`config.mk`:
```
export PLATFORM = sky130hd
export DESIGN_NAME = key_hash_gen
export DESIGN_NICKNAME = d
export VERILOG_FILES = /design/src/rtl/khg_pkg.sv /design/src/rtl/khg_xor_accum.sv /design/src/rtl/khg_crc_engine.sv /design/src/rtl/khg_format.sv /design/src/rtl/key_hash_gen.sv
export SDC_FILE = /design/constraint.sdc
export NUM_CORES = 1
export LEC_CHECK = 0
export ABC_AREA = 1
export BUFFER_PORTS_ARGS = -buffer_cell sky130_fd_sc_hd__buf_2
export CORE_MARGIN = 4
export CORE_UTILIZATION = 40
export DETAILED_ROUTE_END_ITERATION = 8
export PLACE_DENSITY = 0.58
export SLEW_MARGIN = 5
export SYNTH_ARGS = -nofsm -noshare
export SYNTH_HDL_FRONTEND = slang
export SYNTH_SLANG_ARGS = --single-unit
export TNS_END_PERCENT = 5
```
`constraint.sdc`:
```
create_clock -name clk -period 4.4 [get_ports clk]
set_clock_uncertainty 0.2 [all_clocks]
set_input_delay 1.32 -clock clk [delete_from_list [all_inputs] [get_ports clk]]
set_output_delay 1.32 -clock clk [all_outputs]
set_load 0.01 [all_outputs]
```
`src/rtl/khg_pkg.sv`:
```
package khg_pkg;

    typedef enum logic [1:0] {
        HM_XOR_FOLD = 2'd0,
        HM_CRC_FOLD = 2'd1,
        HM_CRC_LO   = 2'd2,
        HM_CRC_HI   = 2'd3
    } hash_mode_e;

    typedef enum logic [1:0] {
        ST_IDLE  = 2'd0,
        ST_ACCUM = 2'd1,
        ST_DONE  = 2'd2
    } khg_state_e;

    localparam logic [31:0] CRC_POLY = 32'hEDB8_8320;
    localparam logic [31:0] CRC_INIT = 32'hFFFF_FFFF;

endpackage

```
`src/rtl/khg_xor_accum.sv`:
```
module khg_xor_accum #(
    parameter int WORD_W = 32
) (
    input  logic              clk,
    input  logic              rst_n,
    input  logic              en,
    input  logic              first,
    input  logic [WORD_W-1:0] word,
    output logic [WORD_W-1:0] acc
);
    logic [WORD_W-1:0] base;
    logic [WORD_W-1:0] nxt;

    // A new key restarts from zero, so the rotated base is zero.
    always_comb begin
        base = first ? '0 : {acc[WORD_W-2:0], acc[WORD_W-1]};
        nxt  = base ^ word;
    end

    always_ff @(posedge clk) begin
        if (!rst_n)
            acc <= '0;
        else if (en)
            acc <= nxt;
    end
endmodule

```
`src/rtl/khg_crc_engine.sv`:
```
module khg_crc_engine #(
    parameter int          WORD_W = 32,
    parameter logic [31:0] POLY   = 32'hEDB8_8320,
    parameter logic [31:0] INIT   = 32'hFFFF_FFFF
) (
    input  logic              clk,
    input  logic              rst_n,
    input  logic              en,
    input  logic              first,
    input  logic [WORD_W-1:0] word,
    output logic [31:0]       crc_raw
);
    logic [31:0] seed;
    logic [31:0] nxt;

    // Reflected CRC: one unrolled step per data bit, bit 0 first.
    always_comb begin
        logic [31:0] c;
        seed = first ? INIT : crc_raw;
        c    = seed;
        for (int b = 0; b < WORD_W; b++) begin
            if (c[0] ^ word[b])
                c = (c >> 1) ^ POLY;
            else
                c = c >> 1;
        end
        nxt = c;
    end

    always_ff @(posedge clk) begin
        if (!rst_n)
            crc_raw <= INIT;
        else if (en)
            crc_raw <= nxt;
    end
endmodule

```
`src/rtl/khg_format.sv`:
```
module khg_format #(
    parameter int WORD_W = 32,
    parameter int HASH_W = 16
) (
    input  khg_pkg::hash_mode_e mode,
    input  logic                swap,
    input  logic [WORD_W-1:0]   xor_acc,
    input  logic [31:0]         crc_raw,
    output logic [HASH_W-1:0]   hash
);
    import khg_pkg::*;

    localparam int NBYTES = HASH_W / 8;

    logic [31:0]       crc_fin;
    logic [HASH_W-1:0] sel;
    logic [HASH_W-1:0] rev;

    assign crc_fin = ~crc_raw;

    always_comb begin
        unique case (mode)
            HM_XOR_FOLD: sel = xor_acc[WORD_W-1 -: HASH_W] ^ xor_acc[HASH_W-1:0];
            HM_CRC_FOLD: sel = crc_fin[31:16] ^ crc_fin[15:0];
            HM_CRC_LO:   sel = crc_fin[15:0];
            HM_CRC_HI:   sel = crc_fin[31:16];
            default:     sel = '0;
        endcase
    end

    // Byte order reversal of the selected value.
    genvar g;
    generate
        for (g = 0; g < NBYTES; g++) begin : g_rev
            assign rev[g*8 +: 8] = sel[(NBYTES-1-g)*8 +: 8];
        end
    endgenerate

    assign hash = swap ? rev : sel;
endmodule

```
`src/rtl/key_hash_gen.sv`:
```
module key_hash_gen #(
    parameter int WORD_W = 32,
    parameter int HASH_W = 16
) (
    input  logic              clk,
    input  logic              rst_n,
    input  logic [1:0]        cfg_mode,
    input  logic              cfg_swap,
    input  logic              key_valid,
    input  logic              key_last,
    input  logic [WORD_W-1:0] key_word,
    output logic [HASH_W-1:0] hash_out,
    output logic              hash_done
);
    import khg_pkg::*;

    khg_state_e        state_q, state_d;
    hash_mode_e        mode_q;
    logic              swap_q;
    logic              first_w;
    logic [WORD_W-1:0] xor_acc;
    logic [31:0]       crc_raw;
    logic [HASH_W-1:0] hash_w;

    // A word that arrives outside ACCUM opens a new key.
    assign first_w = key_valid && (state_q != ST_ACCUM);

    always_ff @(posedge clk) begin
        if (!rst_n)
            state_q <= ST_IDLE;
        else
            state_q <= state_d;
    end

    always_comb begin
        state_d = state_q;
        unique case (state_q)
            ST_IDLE, ST_DONE: begin
                if (key_valid && key_last)
                    state_d = ST_DONE;      // start_single
                else if (key_valid)
                    state_d = ST_ACCUM;     // start_multi
                else
                    state_d = ST_IDLE;      // release
            end
            ST_ACCUM: begin
                if (key_valid && key_last)
                    state_d = ST_DONE;      // finish
                else
                    state_d = ST_ACCUM;     // stay
            end
            default: state_d = ST_IDLE;
        endcase
    end

    always_ff @(posedge clk) begin
        if (!rst_n) begin
            mode_q <= HM_XOR_FOLD;
            swap_q <= 1'b0;
        end else if (first_w) begin
            mode_q <= hash_mode_e'(cfg_mode);
            swap_q <= cfg_swap;
        end
    end

    khg_xor_accum #(.WORD_W(WORD_W)) u_xor (
        .clk   (clk),
        .rst_n (rst_n),
        .en    (key_valid),
        .first (first_w),
        .word  (key_word),
        .acc   (xor_acc)
    );

    khg_crc_engine #(
        .WORD_W (WORD_W),
        .POLY   (CRC_POLY),
        .INIT   (CRC_INIT)
    ) u_crc (
        .clk     (clk),
        .rst_n   (rst_n),
        .en      (key_valid),
        .first   (first_w),
        .word    (key_word),
        .crc_raw (crc_raw)
    );

    khg_format #(.WORD_W(WORD_W), .HASH_W(HASH_W)) u_fmt (
        .mode    (mode_q),
        .swap    (swap_q),
        .xor_acc (xor_acc),
        .crc_raw (crc_raw),
        .hash    (hash_w)
    );

    always_comb begin
        hash_done = (state_q == ST_DONE);
        hash_out  = hash_done ? hash_w : '0;
    end
endmodule

```
# Word-level counts from Yosys, hierarchy flattened
# Index checks and enable logic that the tools add are counted.
# Widths: inputs -> output; s select.
# totals
reg_bits	69
in_bits	39
latchBits	0
out_inout_bits	17
mem_count	0
mem_bits_ro	0
mem_bits_rw	0
# classes
n_mux	41
add_sub_neg	0
eq_ne	6
div_mod_pow	0
n_reduce_logical	5
magnitude_cmp	0
shift	0
mul	0
bitwise_logic	68
# op_table
operator	n
$mux 32	34
$not 13->14	32
$pmux 16 s4	1
$mux 16	2
$not 32->32	1
$xor 1x1->1	32
$xor 16x16->16	2
$xor 32x32->32	1
$eq 2x2->1 const B	3
$eq 2x1->1 const B	2
$logic_not 2->1	2
$mux 2	2
$pmux 2 s2	1
$logic_and 1x1->1	2
$ne 2x1->1 const B	1
$reduce_or 2->1	1
$mux 1	1

# Depth between registers and ports, before layout
# logic_depth
depth_word	67
ltp_mapped	34
mapped_depth_nobuf	33

# By module
# Synthesis repeated with hierarchy kept, for this count alone.
# hier_totals
cells_unflattened	1739
hier_area_um2	9371.5
# by_module_without_submodules
module	n_inst	cells_each	area_each_um2	seq_area_each_um2
khg_crc_engine	1	1163	6195.9	640.6
khg_xor_accum	1	273	1739.2	640.6
khg_format	1	238	1076.0	0.0
key_hash_gen	1	65	360.3	100.1

# Worst setup path after synthesis
# Ideal clock, no wire load.
# synth_timing
kind	input to register
from	input key_valid
to	register u_crc.crc_raw[26]
t_required_ps	4085
path_stages	30
setup_slack_ps	306
arrival_ps	3779
path_buffers	4
path_cell_list	buf_4 > nand2_4 > buf_8 > nand3_1 > nand2_1 > inv_2 > nand2_2 > nand2_4 > nand2_2 > nand2_4 > inv_2 > nand3_2 > nand2_2 > buf_6 > nand2_2 > nand2_1 > nand2_1 > nand2_2 > buf_6 > nand3_1 > nand2_1 > nand3_2 > nand2_2 > inv_2 > nand2_2 > nand2_4 > inv_2 > nand2_1 > nand3_1 > nand2_1
# synth_via
elab_chain_cells	48
# synth_rtl
element	line_no	source
start: declaration	key_hash_gen.sv:9	input logic key_valid,
branches (longest 48 deep; another with $mux 32)	-	
end signal: assignment	khg_crc_engine.sv:34	crc_raw <= nxt;
end: declaration	khg_crc_engine.sv:11	output logic [31:0] crc_raw
# Parallel ways; which one is timed is not known.
# A chain may end at the register's enable or synchronous reset.

# Worst setup path after layout
# layout_timing
from	input key_valid
to	register u_crc.crc_raw[16]
# layout_via
elab_chain_cells	48
# layout_rtl
element	line_no	source
$logic_and 1x1->1	key_hash_gen.sv:26	assign first_w = key_valid && (state_q != ST_ACCUM);
$mux 32	khg_crc_engine.sv:19	seed = first ? INIT : crc_raw;
$xor 1x1->1 or $not 13->14 (tied branches)	-	
$mux 32	khg_crc_engine.sv:22	if (c[0] ^ word[b])
$mux 32 or $not 13->14 (tied branches)	-	
$mux 32 (3 in a row)	khg_crc_engine.sv:22	
$mux 32 or $not 13->14 (tied branches)	-	
$xor 1x1->1 (tied with other cells)	khg_crc_engine.sv:22	
[26 not listed]	-	
$not 13->14 (no line)	-	
$mux 32 (2 in a row)	khg_crc_engine.sv:22	
$not 13->14 (no line)	-	
$mux 32	khg_crc_engine.sv:22	
$not 13->14 (no line)	-	
$mux 32	khg_crc_engine.sv:22	
$not 13->14 (no line)	-	
$mux 32 (4 in a row)	khg_crc_engine.sv:22	
# Several ways; a longest one is shown, not always the timed one.

==> impl_metrics.ini <==
[run_status]
status = finished clean

[layout]
final_cells = 2045
seq_area_um2 = 1381
area_growth_pct = 31.08
nNetsFinal = 1804
drive_gt1_frac = 0.2893
fillers = 2262
antenna_cells = 0
multi_input_area_um2 = 6890

[sta]
hold_violations = 0
final-max-slew-violation-count = 0
slew_headroom = 0.3120
worstMarginPinSlew_ns = 1.031
rsz0062_at_grt = true
fin_crit_sh = 0.9713
fin_crit_ns = 4.274
max_freq_mhz = 234.0
hold_slack_ns = 0.2679
setup_viol_count_final = 0
tns_ns = 0

[die]
initial_core_util = 0.4107
io_pins = 56
core_um2 = 21220
fp.dieW_um = 155.6
die-area_um2 = 24220
fp.dieH_um = 155.6
placementRows = 53

[yosys]
netlist_area_um2 = 8716
synth_edf_count = 0
synth_top_cell_area_share = 0.2610
async_reset_ff_frac = 0
synth.net_count = 1582
yosysMostFrequentCell = nand2_1
ys_seq_area_frac = 0.1585
synth_area_leader_cell = nand2_1
yosys-top-cells-area = nand2_1 (26%), dfxtp_1 (16%), xor2_1 (11%), nand3_1 (10%), nand2_2 (5.6%)
ys_warn_count = 0
netlist_instances = 1543
ys_seq_elements = 69
avgSynthCellArea_um2 = 5.649
synthFlopType = dfxtp_1
synth_common_cells = nand2_1 (606), nand3_1 (177), inv_1 (123)
ys_types = 32

[critical_path]
worst_ep_required_time_ns = 4.43
critPathLaunchType = input pin
endpoint_kind = register
arrival_ns = 4.31
path_max_fanout = 9
critPathKind = in2reg
reg2reg_slack_ns = 0.65

[cts]
clk_latency_ns = 0.35
cts_buffers = 9
cts_hold_buf = 0
cts.path.max_buffers = 2
root_buffer = clkbuf_16
htree_levels = 3
clkSinkCount = 69
tritoncts = yes
clkTransAtPathRegs_ns = 0.06

[global_route]
grt_first_pass_wirelength_um = 52560
track_usage = 0.2802
grt_max_degree = 98
grt_pass1_vias = 9288
antenna_found_initial = 0
grt_overflow = 0

[route]
wl_per_cell_um = 16.92
first_pass_iters = 5
drc_errors = 0
vias = 10480
postRouteAntennaNets = 0
wl_um = 34600
viasPerCell = 5.123
drtIter0Drc = 941

[placed_design]
numPortBuffers = 55
gp_congestion = 0.9517
placed_cells = 2005
dpl.hpwl_um = 28220

[run]
cap_violations = 0

[worst_hold_path]
hp-class = reg2reg
## area by class of cell
cell class                 instances  area share
timing repair buffer             254      0.1623
clock buffer                       9     0.01971
sequential                        69      0.1209
clock inverter                     7    0.009199
inverter                         165     0.05465
tap                              275     0.03012
multi-input combinational       1266      0.6031
## placed cells by master, fill, tap and decap left out, types with 16 or more instances in the layout
master,synthesis,final
xnor2_1,19,18
nand3_1,177,170
xor2_1,111,106
nand2_1,606,553
buf_2,6,54
nand2_2,78,105
nor2_1,30,28
inv_2,42,41
a21oi_1,96,96
dfxtp_1,69,69
nand3_2,16,20
inv_1,123,122
nand2_4,22,47
o22ai_1,16,16
o21ai_0,57,57
buf_4,4,192
## sequential cells by signal (all words and copies together) (netlist names)
signal,cells
swap_q,1
u_xor.acc,32
mode_q,2
u_crc.crc_raw,32
state_q,2
## layer usage
layer  routed length, um  GRT usage
met1               15800     0.3958
met3                2293    0.03967
met5                   0          0
met4                 656    0.05252
met2               15850     0.4598
## cell families after synthesis
logic type	synth area share
simple gates	0.5039
buf+inv	0.09704
compound gates	0.1062
xor+xnor	0.1344
flops	0.1585
## final timing paths
check / depth (start not counted) / startpoint / endpoint
setup / recovery: 27 / key_valid / u_crc.crc_raw[16]
hold / removal: 2 / u_crc.crc_raw[20] / u_crc.crc_raw[20]
setup reg to reg: 27 / state_q[0] / u_crc.crc_raw[16]
hold reg to reg: 2 / u_crc.crc_raw[20] / u_crc.crc_raw[20]
## worst max-delay path, stage by stage
cell	delay, ns
buf_4	0.13
nand2_8	0.09
buf_6	0.13
nand2_2	0.07
nand2_2	0.09
nand2_4	0.09
nand2_4	0.11
inv_1	0.07
nor2_4	0.22
buf_4	0.15
nand2_1	0.04
nand2_1	0.08
nand3_2	0.13
nand2_4	0.17
buf_4	0.13
nand2_2	0.06
nand3_2	0.09
nand2_2	0.06
nand2_2	0.10
inv_2	0.05
nor2_4	0.24
nand2_2	0.11
nand2_4	0.13
xor2_2	0.17
nand2_1	0.07
nand3_1	0.11
nand2_1	0.07
## metrics by stage
stage / util / cell area (um^2) / worst slack [ns]
after CTS: 0.5108 / 10840 / 0.02287
after global routing: 0.5384 / 11420 / -0.08160
after floorplan: - / 8716 / 0.3063
after detailed placement: 0.4929 / 10460 / -0.4772
final: 0.5384 / 11420 / 0.1263
after global placement: 0.4929 / 10460 / -0.4110
## timing repair
item | in CTS | in global routing
resized for setup | 8 | 100
endpoints found under the hold margin | 0 | 0
pin swaps | 1 | 37
endpoints found under the setup margin | 15 | 30
setup buffers | 1 | 23
Power is left out: the tool's default activity adds up to more than one toggle a clock period on the data nets, which glitch-free logic cannot reach.
